<file path="config.mk">
export PLATFORM = sky130hd
export DESIGN_NAME = retire_watchdog
export DESIGN_NICKNAME = d
export VERILOG_FILES = /design/src/rtl/rwd_pkg.sv /design/src/rtl/rwd_timer.sv /design/src/rtl/rwd_status.sv /design/src/rtl/rwd_pins.sv /design/src/rtl/retire_watchdog.sv
export SDC_FILE = /design/constraint.sdc
export NUM_CORES = 1
export LEC_CHECK = 0
export BUFFER_PORTS_ARGS = -buffer_cell sky130_fd_sc_hd__clkbuf_2
export CAP_MARGIN = 20
export CORE_MARGIN = 2
export CORE_UTILIZATION = 38
export CTS_CLUSTER_DIAMETER = 200
export CTS_CLUSTER_SIZE = 10
export DETAILED_ROUTE_END_ITERATION = 10
export PLACE_DENSITY = 0.8
export SYNTH_ARGS = -nofsm -noshare
export SYNTH_HDL_FRONTEND = slang
export SYNTH_SLANG_ARGS = --single-unit
export TNS_END_PERCENT = 5
</file>
<file path="constraint.sdc">
create_clock -name clk -period 1.7 [get_ports clk]
set_clock_uncertainty 0.2 [all_clocks]
set_input_delay 0 -clock clk [delete_from_list [all_inputs] [get_ports clk]]
set_output_delay 0 -clock clk [all_outputs]
set_load 0.02 [all_outputs]
</file>
<file path="src/rtl/rwd_pkg.sv">
// Shared constants for the retirement watchdog: status word layout and exception vector.
// Assumes a 64-bit status word; bit positions are fixed because software decodes them.
package rwd_pkg;
    localparam int          STAT_W      = 64;
    localparam int          VALID_BIT   = 63;
    localparam int          OVFL_BIT    = 62;
    localparam int          UNCOR_BIT   = 61;
    localparam int          BUSINIT_BIT = 38;
    localparam logic [15:0] TIMER_CODE  = 16'h0400;
    localparam logic [7:0]  MC_VECTOR   = 8'h18;

    // Builds the status word logged on a first timeout.
    function automatic logic [STAT_W-1:0] first_timeout_word();
        logic [STAT_W-1:0] w;
        w              = '0;
        w[15:0]        = TIMER_CODE;
        w[BUSINIT_BIT] = 1'b1;
        w[UNCOR_BIT]   = 1'b1;
        w[VALID_BIT]   = 1'b1;
        return w;
    endfunction
endpackage

</file>
<file path="src/rtl/rwd_timer.sv">
// Stall timer: counts cycles with an instruction pending at the head and none retiring.
// Assumes TIMEOUT >= 2. expire_o is a one-cycle strobe, gated off while in reset.
module rwd_timer #(
    parameter int TIMEOUT = 8
) (
    input  logic clk,
    input  logic rst_n,
    input  logic retire_i,
    input  logic pend_i,
    output logic expire_o
);
    localparam int          CW   = $clog2(TIMEOUT + 1);
    localparam logic [CW-1:0] LAST = CW'(TIMEOUT - 1);

    logic [CW-1:0] cnt_q;

    // Expiry when the final counted cycle is another stalled one.
    always_comb expire_o = rst_n && pend_i && !retire_i && (cnt_q == LAST);

    // Counter: restart on retire or expiry, advance on stall, hold when idle.
    always_ff @(posedge clk) begin
        if (!rst_n)                    cnt_q <= '0;
        else if (retire_i || expire_o) cnt_q <= '0;
        else if (pend_i)               cnt_q <= cnt_q + 1'b1;
    end
endmodule

</file>
<file path="src/rtl/rwd_status.sv">
// Status logger: records the timeout word, flags overflow on a repeat, and clears on request.
// Assumes the word survives warm reset, so only the cold reset is wired here.
module rwd_status
    import rwd_pkg::*;
(
    input  logic              clk,
    input  logic              rst_cold_n,
    input  logic              clr_i,
    input  logic              expire_i,
    input  logic              bank_live_i,
    output logic [STAT_W-1:0] status_o
);
    logic [STAT_W-1:0] stat_q;

    // Status register: clear wins, then capture or overflow marking.
    always_ff @(posedge clk) begin
        if (!rst_cold_n)                  stat_q <= '0;
        else if (clr_i)                   stat_q <= '0;
        else if (expire_i && bank_live_i) begin
            if (stat_q[VALID_BIT]) stat_q[OVFL_BIT] <= 1'b1;
            else                   stat_q <= first_timeout_word();
        end
    end

    assign status_o = stat_q;
endmodule

</file>
<file path="src/rtl/rwd_pins.sv">
// Error output sequencer: a fixed-length pulse plus an exception strobe when reporting is
// live, or a held level otherwise. Assumes rst_n merges the warm and cold resets.
module rwd_pins #(
    parameter int PULSE_LEN = 3
) (
    input  logic clk,
    input  logic rst_n,
    input  logic expire_i,
    input  logic report_i,
    output logic mcerr_o,
    output logic ierr_o,
    output logic exc_req_o
);
    localparam int PW = $clog2(PULSE_LEN + 1);

    logic [PW-1:0] left_q;
    logic          ierr_q;
    logic          exc_q;

    // Pulse length counter: loaded on a reported expiry, counts down to zero.
    always_ff @(posedge clk) begin
        if (!rst_n)                    left_q <= '0;
        else if (expire_i && report_i) left_q <= PW'(PULSE_LEN);
        else if (left_q != '0)         left_q <= left_q - 1'b1;
    end

    // Exception strobe: one cycle, aligned with the start of the pulse.
    always_ff @(posedge clk) begin
        if (!rst_n) exc_q <= 1'b0;
        else        exc_q <= expire_i && report_i;
    end

    // Internal error level: set on an unreported expiry, held until reset.
    always_ff @(posedge clk) begin
        if (!rst_n)                     ierr_q <= 1'b0;
        else if (expire_i && !report_i) ierr_q <= 1'b1;
    end

    assign mcerr_o   = (left_q != '0);
    assign ierr_o    = ierr_q;
    assign exc_req_o = exc_q;
endmodule

</file>
<file path="src/rtl/retire_watchdog.sv">
// Retirement watchdog top: ties the stall timer, status logger and output sequencer.
// Assumes synchronous active-low resets; warm reset spares the status word.
module retire_watchdog
    import rwd_pkg::*;
#(
    parameter int TIMEOUT   = 8,
    parameter int CTL_W     = 8,
    parameter int PULSE_LEN = 3
) (
    input  logic              clk,
    input  logic              rst_cold_n,
    input  logic              rst_warm_n,
    input  logic              retire_i,
    input  logic              head_pend_i,
    input  logic              mce_en_i,
    input  logic [CTL_W-1:0]  bank_ctl_i,
    input  logic              stat_clr_i,
    output logic [STAT_W-1:0] status_o,
    output logic              mcerr_o,
    output logic              ierr_o,
    output logic              caterr_o,
    output logic              exc_req_o,
    output logic [7:0]        exc_vec_o
);
    logic rst_any_n;
    logic expire;
    logic bank_live;
    logic report;

    // Reset merge and reporting qualification.
    always_comb begin
        rst_any_n = rst_cold_n && rst_warm_n;
        bank_live = |bank_ctl_i;
        report    = mce_en_i && bank_live;
    end

    rwd_timer #(.TIMEOUT(TIMEOUT)) timer_i (
        .clk      (clk),
        .rst_n    (rst_any_n),
        .retire_i (retire_i),
        .pend_i   (head_pend_i),
        .expire_o (expire)
    );

    rwd_status status_i (
        .clk         (clk),
        .rst_cold_n  (rst_cold_n),
        .clr_i       (stat_clr_i),
        .expire_i    (expire),
        .bank_live_i (bank_live),
        .status_o    (status_o)
    );

    rwd_pins #(.PULSE_LEN(PULSE_LEN)) pins_i (
        .clk       (clk),
        .rst_n     (rst_any_n),
        .expire_i  (expire),
        .report_i  (report),
        .mcerr_o   (mcerr_o),
        .ierr_o    (ierr_o),
        .exc_req_o (exc_req_o)
    );

    assign caterr_o  = mcerr_o || ierr_o;
    assign exc_vec_o = MC_VECTOR;
endmodule

</file>
==> results.txt, run 1 <==
Outcome: finished with violations
Failing checks: hold timing
Cts bufs inserted: 3
PnR worst setup slack: 0.06702 ns
Core Util, Final: 43.20%
Post-synth cell types: 25
GR peak layer: met2
Seq cells post-synth: 11
Fin. max-slew vios: 0
Multi-input logic area: 531.8 sq um
Fmax: 0.6124 GHz
Avg Inst Size Synth: 8.177 sq um
Mapped cell area: 1038 sq um
Pleak: 0.6034 nW
Die W: 56.28 um
Crit end category: flop
Placer Congestion: 0.7423
First-pass GRT wire length: 2311 um
Core Rows: 18
Pin count of the biggest net entering global routing: 7
H-tree depth: 1
CTS Buffer Depth: 2
Sink Count: 11
Number of global-route vias before repair: 567
DRC violations left: 0
Starting Density: 41.17%
Area Overhead vs Synth: 4.940%
RSZ-0062 raised after global routing: no
Met1 Usage GRT: 9.205%
Setup violators final: 0
Top cell family by delay on the critical path: buffers and inverters
Root Buffer: clkbuf_4
Drt total wl: 1661 um
Chip Height: 56.28 um
# IOs: 91
Critical-path top delay cell: or4_4
Post-CTS setup buffer count: 0
Grt total ovfl: 0
Fin. Hold Viols: 1
Die ar.: 3167 sq um
Max cap viols: 0
Fin crit period: 1.633 ns
Maximum fanout count along the critical path: 3
Register area share after synthesis: 21.20%
M2 GR Usage: 17.14%
Core ar.: 2522 sq um
Commonest cells after routing, fill and taps aside: conb_1 (67), clkbuf_2 (23), dlygate4sd3_1 (14)
Dpl hpwl: 1249 um
M3 GR Usage: 5.530%
Post-detailed-route count of antenna-violating nets: 0
PD cells: 579.0 nW/um^2
Area fraction of the dominant cell type after synthesis: 49.88%
Layout Cells excl Fill: 194
I/O Buffers: 23
Arrival time worst endpoint: 1.63 ns
Synth top area cells: buf_4 (50%), dfxtp_1 (21%), nand2_1 (2.5%)
Initial antenna violation count: 0
Crit share post-route: 96.06%
VDD IR-drop max: 393.1 uV
Nets: 182
Layout fillers: 270
Post-synthesis cell count: 127
Worst path max stage delay: 0.56 ns
GR Util All Layers: 9.447%
Worst-Skew Late Latency: 0.27 ns
Layout cells sized above 1: 18.29%
Crit Path Class: in2reg
Most common library cell in the layout ignoring fill and taps: conb_1
CP bufs+invs: 2
Warnings from Yosys: 0
TritonRoute pass-1 iters: 3
Clock-pin slew on the worst setup and hold paths: 0.07 ns
Startpoint Class: input pin
Req. time, crit path: 1.70 ns
Avg Vias per Cell: 3.619
Pre-CTS setup slack: 0.2432 ns
Hold Crit Class: in2reg
Post-synth top area cell: buf_4
CTS tree: done
DP Cell Count: 176
Critical path, cell by cell: dlygate4sd3_1 -> clkbuf_2 -> or4_4 -> o211ai_2 -> mux2i_1
Ant diodes: 0
Smallest hold slack: -0.009076 ns
DRC violation total after the first TritonRoute iteration: 1
Setup TNS: 0 ns
Wire length per cell: 8.562 um
Vias: 702
Area occupied by registers: 220.2 sq um
[final timing paths]
check / startpoint / endpoint / slack, ns / cells past startpoint
setup / recovery: bank_ctl_i[1] / status_i.status_o[62]$_SDFFE_PP0P_ / 0.07 / 5
hold / removal: bank_ctl_i[5] / pins_i.exc_req_o$_SDFF_PP0_ / -0.009 / 4
setup reg to reg: timer_i.cnt_q[0]$_SDFFE_PP0P_ / status_i.status_o[10]$_SDFFE_PP0P_ / 0.19 / 4
hold reg to reg: status_i.status_o[62]$_SDFFE_PP0P_ / status_i.status_o[62]$_SDFFE_PP0P_ / 0.27 / 2
[cells in the mapped netlist]
| master | instances |
|---|---|
| buf_4 | 69 |
| dfxtp_1 | 11 |
| nand2_1 | 7 |
| inv_1 | 5 |
| nor2_1 | 5 |
| a21oi_1 | 3 |
| o21ai_0 | 3 |
| conb_1 | 2 |
| ha_1 | 2 |
| mux2i_1 | 2 |
| nand2b_1 | 2 |
| or4_4 | 2 |
| xor2_1 | 2 |
| a32o_1 | 1 |
| and3b_1 | 1 |
| and4b_1 | 1 |
| nand3b_1 | 1 |
| nand4_1 | 1 |
| nand4b_1 | 1 |
| nor2b_1 | 1 |
| o2111ai_1 | 1 |
| o211ai_2 | 1 |
| o31ai_1 | 1 |
| or3_1 | 1 |
| xnor2_1 | 1 |
[power by group]
group | internal, W | total (W) | switching [W] | leakage (nW)
registers | 0.000258 | 0.000259 | 0.000000733 | 0.0886
logic | 0.0000395 | 0.000193 | 0.000153 | 0.500
clock network | 0.0000909 | 0.000179 | 0.0000883 | 0.0150
total | 0.000389 | 0.000631 | 0.000242 | 0.603
[metrics by stage]
step	total power [W]	area, sq um
2_1_floorplan	0.0005236	1282
3_3_place_gp	0.0004265	917.1
3_5_place_dp	0.0004275	917.1
4_1_cts	0.0006308	1084
5_1_grt	0.0006668	1090
6_report	0.0006310	1090
[routing by layer]
metal	routed length (um)	up-vias
met5	0	-
met4	0	0
met3	209	0
met2	901	47
met1	549	308
li1	-	347
[state kept, by name, indices dropped and copies added (netlist names)]
register,cells
pins_i.left_q,2
pins_i.ierr_o,1
timer_i.cnt_q,4
status_i.status_o,3
pins_i.exc_req_o,1
[final cells by class]
cell class / count / area share, %
timing repair buffer: 37 / 23.42
multi-input combinational: 107 / 48.79
clock buffer: 4 / 2.411
inverter: 5 / 1.722
sequential: 11 / 20.21
tap: 30 / 3.444
[cell families after synthesis]
family          after synthesis  synth area share [%]
buf+inv                      74                 51.69
simple gates                 23                 12.89
flops                        11                 21.20
compound gates               10                 6.626
xor+xnor                      3                 2.531
fa+ha+maj                     2                 2.409
other cells                   2                0.7232
mux                           2                 1.928
[tightest hold or removal path, delay by kind of cell]
family | cells | cell delay, ns
compound gates | 1 | 0.15
simple gates | 1 | 0.14
buf+inv | 2 | 0.14
[timing repair]
action,in CTS,in global routing
endpoints found under the hold margin,11,0
hold buffers,14,0
gates resized for setup,0,1
endpoints found under the setup margin,0,2
Power figures use the tool's default switching activity.
==> run 2: changes to the inputs <==
--- a/config.mk
+++ b/config.mk
@@ -7,6 +7,7 @@
 export LEC_CHECK = 0
 export BUFFER_PORTS_ARGS = -buffer_cell sky130_fd_sc_hd__clkbuf_2
 export CAP_MARGIN = 20
+export CORE_ASPECT_RATIO = 0.9
 export CORE_MARGIN = 2
 export CORE_UTILIZATION = 38
 export CTS_CLUSTER_DIAMETER = 200
==> run 2 against run 1 <==
  * The flow still finishes with violations (hold timing)
  * Cell area fell by 1.1%
  * Fmax decreased by 0.81%
  * Global-route usage is 0.37 points lower
  * Cell count is 1.5% lower
  * First-iteration DRC count grew to 9.0 times the previous value
  * Wire length fell by 8.8%
  * Register-to-register slack improved by 0.05 ns
  * Hold slack worse by 0.0089 ns
  * Worst setup slack worse by 0.013 ns
  * Sequential cell count stayed put
  * Largest cell class unchanged
  * Highest routed layer is now met4
==> results.txt, run 2 (same netlist as run 1, synthesis figures left out) <==
Outcome: finished with violations
Failing checks: hold timing
Met1 WL: 494 um (-10%)
DP Cell Count: 174 (-1.1%)
RSZ-0062 raised after global routing: no
Layout Cells excl Fill: 191 (-1.5%)
Met3 wire length: 167 um (-20%)
Dpl hpwl: 1246 um (-0.23%)
Startpoint Class: input pin
Commonest cells after routing, fill and taps aside: conb_1 (67), clkbuf_2 (23), dlygate4sd3_1 (13)
Multi-input logic area: 531.8 sq um (unchanged)
Crit share post-route: 96.85% (+0.79 points)
TritonRoute pass-1 iters: 4 (+1)
VDD IR-drop max: 368.2 uV (-6.4%)
Nets: 181 (-0.55%)
H-tree depth: 1 (unchanged)
Fin crit period: 1.646 ns (+0.01339 ns)
Sink Count: 11 (unchanged)
Fin. max-slew vios: 0 (unchanged)
Cts bufs inserted: 3 (unchanged)
Layout cells sized above 1: 18.40% (+0.11 points)
Area Overhead vs Synth: 3.735%
WL met2: 822 um (-8.8%)
Clock-pin slew on the worst setup and hold paths: 0.06 ns (about the same)
Critical-path top delay cell: or4_4
Smallest hold slack: -0.01793 ns (-0.008854 ns)
Drt total wl: 1515 um (-8.8%)
Max FFs per register: 4 (unchanged)
Core ar.: 2531 sq um (+0.35%)
I/O Buffers: 23 (unchanged)
Number of global-route vias before repair: 521 (-8.1%)
CTS tree: done
GR Util All Layers: 9.072% (-0.37 points)
Initial antenna violation count: 0 (unchanged)
Layout fillers: 271 (+0.37%)
Max cap viols: 0 (unchanged)
DRC violation total after the first TritonRoute iteration: 9 (+8)
Pleak: 0.5992 nW (-0.69%)
Worst-Skew Late Latency: 0.26 ns (about the same)
CTS Buffer Depth: 2 (unchanged)
Die W: 59.11 um (+5.0%)
Most common library cell in the layout ignoring fill and taps: conb_1
Critical path, cell by cell: dlygate4sd3_1 -> clkbuf_2 -> or4_4 -> o211ai_2 -> mux2i_1
Core Rows: 17 (-1)
PD cells: 570.5 nW/um^2 (-1.5%)
Post-detailed-route count of antenna-violating nets: 0 (unchanged)
Starting Density: 41.03% (-0.14 points)
Crit Path Class: in2reg
Grt total ovfl: 0 (unchanged)
Setup violators final: 0 (unchanged)
Wire length per cell: 7.932 um (-7.4%)
Root Buffer: clkbuf_4
Ant diodes: 0 (unchanged)
Pin count of the biggest net entering global routing: 7 (unchanged)
Worst path max stage delay: 0.56 ns (about the same)
Maximum fanout count along the critical path: 3 (unchanged)
Arrival time worst endpoint: 1.64 ns (about the same)
Crit end category: flop
Fmax: 0.6074 GHz (-0.81%)
Worst R2R Setup Slack: 0.24 ns (+0.05 ns)
Die ar.: 3168 sq um (about the same)
Hold Crit Class: in2reg
Avg Vias per Cell: 3.712 (+2.6%)
Placer Congestion: 0.7737 (+4.2%)
DR top layer: met4
Setup TNS: 0 ns (unchanged)
First-pass GRT wire length: 2056 um (-11%)
# IOs: 91 (unchanged)
Fin. Hold Viols: 1 (unchanged)
Area occupied by registers: 220.2 sq um (unchanged)
Chip Height: 53.60 um (-4.8%)
Vias: 709 (+1.0%)
Biggest register: timer_i.cnt_q
Req. time, crit path: 1.69 ns (about the same)
DRC violations left: 0 (unchanged)
==> run 2: power breakdown <==
part	switching, W	total, W	leakage (nW)	internal, W
clock	0.0000743	0.000165	0.0150	0.0000904
sequential	0.000000701	0.000259	0.0886	0.000258
combinational	0.000153	0.000191	0.496	0.0000380
==> run 2: cell type report <==
| cell class | count | share of cell area [%] |
|---|---|---|
| clock buffers | 4 | 2.439 |
| inverters | 5 | 1.742 |
| multi-input cells | 107 | 49.36 |
| flip-flops and latches | 11 | 20.44 |
| well taps | 28 | 3.252 |
| repair buffers | 36 | 22.76 |
==> run 2: layer usage <==
layer,global-route usage (%),vias up
met3,3.125,2
met5,0,-
met2,16.11,52
met4,5.682,0
met1,9.184,309
li1,-,346
==> run 2: path summary, 6_finish.rpt <==
kind	from	end	depth (start not counted)
worst max-delay path	bank_ctl_i[5]	status_i.status_o[62]$_SDFFE_PP0P_	5
worst min-delay path	bank_ctl_i[4]	pins_i.exc_req_o$_SDFF_PP0_	4
worst min register to register	status_i.status_o[62]$_SDFFE_PP0P_	status_i.status_o[62]$_SDFFE_PP0P_	2
worst max register to register	timer_i.cnt_q[0]$_SDFFE_PP0P_	status_i.status_o[10]$_SDFFE_PP0P_	4
==> run 2: worst max-delay path, delay by kind of cell <==
family,cells,cell delay [ns]
multiplexers,1,0.20
buffers and inverters,2,0.64
AO/OA/AOI/OAI,1,0.24
AND/OR/NAND/NOR,1,0.56
==> run 2: repair_timing <==
action / 4_1_cts / 5_1_grt
endpoints found under the hold margin: 11 / 1
setup endpoints to repair: 0 / 2
gates resized for setup: 0 / 1
buffers inserted: 0 / 0
hold buffers: 11 / 2
==> run 2: stage by stage <==
stage | instance area [sq um] | util (%) | hold slack, ns | worst slack [ns] | total power, W
floorplan | 1282 | - | -0.05237 | 0.3418 | 0.0005236
global placement | 914.6 | 36.13 | 0.09806 | 0.2968 | 0.0004271
detailed placement | 914.6 | 36.13 | 0.09872 | 0.2784 | 0.0004279
CTS | 1051 | 41.52 | 0.006285 | 0.05641 | 0.0006153
global route | 1077 | 42.56 | 0.0001418 | 0.01850 | 0.0006545
finish | 1077 | 42.56 | -0.01793 | 0.05363 | 0.0006146
==> run 3: changes to the inputs <==
--- a/config.mk
+++ b/config.mk
@@ -5,11 +5,12 @@
 export SDC_FILE = /design/constraint.sdc
 export NUM_CORES = 1
 export LEC_CHECK = 0
+export ABC_AREA = 1
 export BUFFER_PORTS_ARGS = -buffer_cell sky130_fd_sc_hd__clkbuf_2
 export CAP_MARGIN = 20
 export CORE_ASPECT_RATIO = 0.9
 export CORE_MARGIN = 2
-export CORE_UTILIZATION = 38
+export CORE_UTILIZATION = 39
 export CTS_CLUSTER_DIAMETER = 200
 export CTS_CLUSTER_SIZE = 10
 export DETAILED_ROUTE_END_ITERATION = 10
==> run 3 against run 2 <==
  * Critical path depth rose by 2
  * Clock-buffer cell count did not move
  * Utilization fell by 2.7 points
  * Worst setup slack improved by 0.15 ns
  * Die area rose by 2.2%
  * Highest routed layer unchanged
  * Combinational power fell by 4%
  * Synthesized cell count rose by 20%
  * The run now ends clean
  * Wire length fell by 1.8%
==> results.txt, run 3 <==
Outcome: finished clean
Fmax: 0.6686 GHz (+10%)
Seq cells post-synth: 11 (unchanged)
Avg Inst Size Synth: 7.178 sq um (-12%)
Met3 wire length: 135 um (-19%)
Multi-input logic area: 525.5 sq um (-1.2%)
Maximum fanout count along the critical path: 3 (unchanged)
Register area share after synthesis: 20.18% (-1.0 points)
Fin crit period: 1.496 ns (-0.1506 ns)
PnR worst setup slack: 0.2042 ns (+0.1506 ns)
Clock-pin slew on the worst setup and hold paths: 0.07 ns (about the same)
Drt total wl: 1488 um (-1.8%)
Biggest register: timer_i.cnt_q
DP Cell Count: 201 (+16%)
Met1 WL: 593 um (+20%)
CTS tree: done
Chip Height: 54.18 um (+1.1%)
Most common library cell in the layout ignoring fill and taps: conb_1
First-pass GRT wire length: 2249 um (+9.4%)
Post-synth cell types: 17 (-32%)
Pleak: 0.6546 nW (+9.2%)
VDD IR-drop max: 567.4 uV (+54%)
Hold Crit Class: in2reg
Fin. max-slew vios: 0 (unchanged)
Starting Density: 40.37% (-0.66 points)
Core Rows: 18 (+1)
Number of global-route vias before repair: 542 (+4.0%)
PD cells: 578.6 nW/um^2 (+1.4%)
Worst-Skew Late Latency: 0.27 ns (about the same)
Dpl hpwl: 1326 um (+6.5%)
Area fraction of the dominant cell type after synthesis: 47.48% (-2.4 points)
Die W: 59.75 um (+1.1%)
Post-CTS sizing: 0 (unchanged)
WL met2: 731 um (-11%)
Post-synth top area cell: buf_4
Setup violators final: 0 (unchanged)
Area occupied by registers: 220.2 sq um (unchanged)
Crit end category: flop
DR top layer: met4
CTS Buffer Depth: 2 (unchanged)
RSZ-0062 raised after global routing: no
Crit share post-route: 87.99% (-8.9 points)
Initial antenna violation count: 0 (unchanged)
Req. time, crit path: 1.71 ns (+0.02 ns)
Max FFs per register: 4 (unchanged)
Grt total ovfl: 0 (unchanged)
Ys flop type: dfxtp_1
Post-synth EDFFs: 0 (unchanged)
Layout Cells excl Fill: 213 (+12%)
Synth cell count leaders: buf_4 (69), inv_1 (17), nand2_1 (12), nor2_1 (12), dfxtp_1 (11)
Sink Count: 11 (unchanged)
Nets: 201 (+11%)
Mapped cell area: 1091 sq um (+5.1%)
Warnings from Yosys: 0 (unchanged)
Top-count cell post-synth: buf_4
Ant diodes: 0 (unchanged)
Post-detailed-route count of antenna-violating nets: 0 (unchanged)
Root Buffer: clkbuf_4
GR Util All Layers: 9.533% (+0.46 points)
Startpoint Class: input pin
Core ar.: 2703 sq um (+6.8%)
DRC violations left: 0 (unchanged)
Fin. Hold Viols: 0 (-1)
Wire length per cell: 6.986 um (-12%)
Worst R2R Setup Slack: 0.35 ns (+0.11 ns)
Area Overhead vs Synth: -1.376%
DRC violation total after the first TritonRoute iteration: 6 (-3)
Placer Congestion: 0.7791 (+0.70%)
Commonest cells after routing, fill and taps aside: conb_1 (67), clkbuf_2 (23), inv_1 (17)
Ys async rst share: 0% (unchanged)
Synth top area cells: buf_4 (47%), dfxtp_1 (20%), inv_1 (5.8%)
Final Total Pwr: 0.0006226 W (+1.3%)
Pre-CTS setup slack: 0.3493 ns (+0.07087 ns)
Layout fillers: 300 (+11%)
Cts bufs inserted: 3 (unchanged)
TritonRoute pass-1 iters: 3 (-1)
Vias: 733 (+3.4%)
Layout cells sized above 1: 18.58% (+0.17 points)
# IOs: 91 (unchanged)
H-tree depth: 1 (unchanged)
Die ar.: 3237 sq um (+2.2%)
Arrival time worst endpoint: 1.50 ns (-0.14 ns)
Crit Path Class: in2reg
Setup TNS: 0 ns (unchanged)
Post-synthesis cell count: 152 (+20%)
I/O Buffers: 23 (unchanged)
Avg Vias per Cell: 3.441 (-7.3%)
Pin count of the biggest net entering global routing: 7 (unchanged)
Max cap viols: 0 (unchanged)
run 3: cell count changes after synthesis, moves of 2 or more:
| cell | previous run | this run |
|---|---|---|
| or4_4 | 2 | 0 |
| xor2_1 | 2 | 0 |
| nand2_1 | 7 | 12 |
| nand2_2 | 0 | 2 |
| nor2_4 | 0 | 3 |
| nand3_1 | 0 | 5 |
| nor2_1 | 5 | 12 |
| inv_1 | 5 | 17 |
| o21ai_0 | 3 | 5 |
| inv_2 | 0 | 2 |
| nand2b_1 | 2 | 0 |
| a21oi_1 | 3 | 6 |
run 3: logic make-up (layout without fill, tap and decap cells):
logic type | count (synthesis) | count (layout) | synth area share (%)
buffers and inverters | 88 | 54 | 54.01
and+or+nand+nor | 37 | 37 | 16.86
AOI/OAI and AO/OA | 11 | 11 | 5.046
adders and majority gates | 2 | 2 | 2.293
other | 2 | 67 | 0.6883
DFF | 11 | 11 | 20.18
muxes | 1 | 1 | 0.9175
run 3: layout make-up:
type / instances / area share, %
Multi-Input combinational cell: 118 / 48.84
Tap cell: 30 / 3.488
Clock buffer: 4 / 2.442
Sequential cell: 11 / 20.47
Inverter: 19 / 6.628
Timing Repair Buffer: 31 / 18.14
run 3: critical path, cell delays in order:
cell	delay [ns]
dlygate4sd3_1	0.52
clkbuf_2	0.13
inv_1	0.04
nor2_1	0.06
dlygate4sd3_1	0.57
inv_1	0.06
a21oi_1	0.12
run 3: metrics by stage:
stage          util [%]  cell area, sq um  hold WS, ns
6_report          39.81              1076     0.001827
3_5_place_dp      35.88             969.7      0.05983
2_1_floorplan         -              1335     -0.04848
3_3_place_gp      35.88             969.7      0.05652
4_1_cts           39.81              1076    0.0005388
5_1_grt           39.81              1076      0.05927
run 3: worst paths after layout:
| kind | start | end | cells after the start |
|---|---|---|---|
| hold reg to reg | status_i.status_o[63]$_SDFFE_PP0P_ | status_i.status_o[63]$_SDFFE_PP0P_ | 2 |
| setup / recovery | rst_cold_n | status_i.status_o[10]$_SDFFE_PP0P_ | 7 |
| setup reg to reg | timer_i.cnt_q[0]$_SDFFE_PP0P_ | pins_i.left_q[0]$_SDFFE_PP0P_ | 9 |
| hold / removal | bank_ctl_i[0] | status_i.status_o[62]$_SDFFE_PP0P_ | 7 |
run 3: power breakdown:
part,internal [W],leakage [nW],switching (W),total [W]
Clock,0.0000910,0.0150,0.0000891,0.000180
Combinational,0.0000304,0.551,0.000153,0.000184
Sequential,0.000258,0.0886,0.000000637,0.000259
Total,0.000380,0.655,0.000243,0.000623
run 3: repair_timing:
item,CTS,global route
hold buffers,8,0
hold endpoints to repair,11,0
setup buffers,0,0
setup endpoints to repair,0,0
run 3: per-layer routing:
| layer | track usage [%] | up-vias |
|---|---|---|
| li1 | - | 382 |
| met1 | 10.87 | 306 |
| met2 | 15.76 | 41 |
| met3 | 2.885 | 4 |
| met4 | 5.556 | 0 |
| met5 | 0 | - |
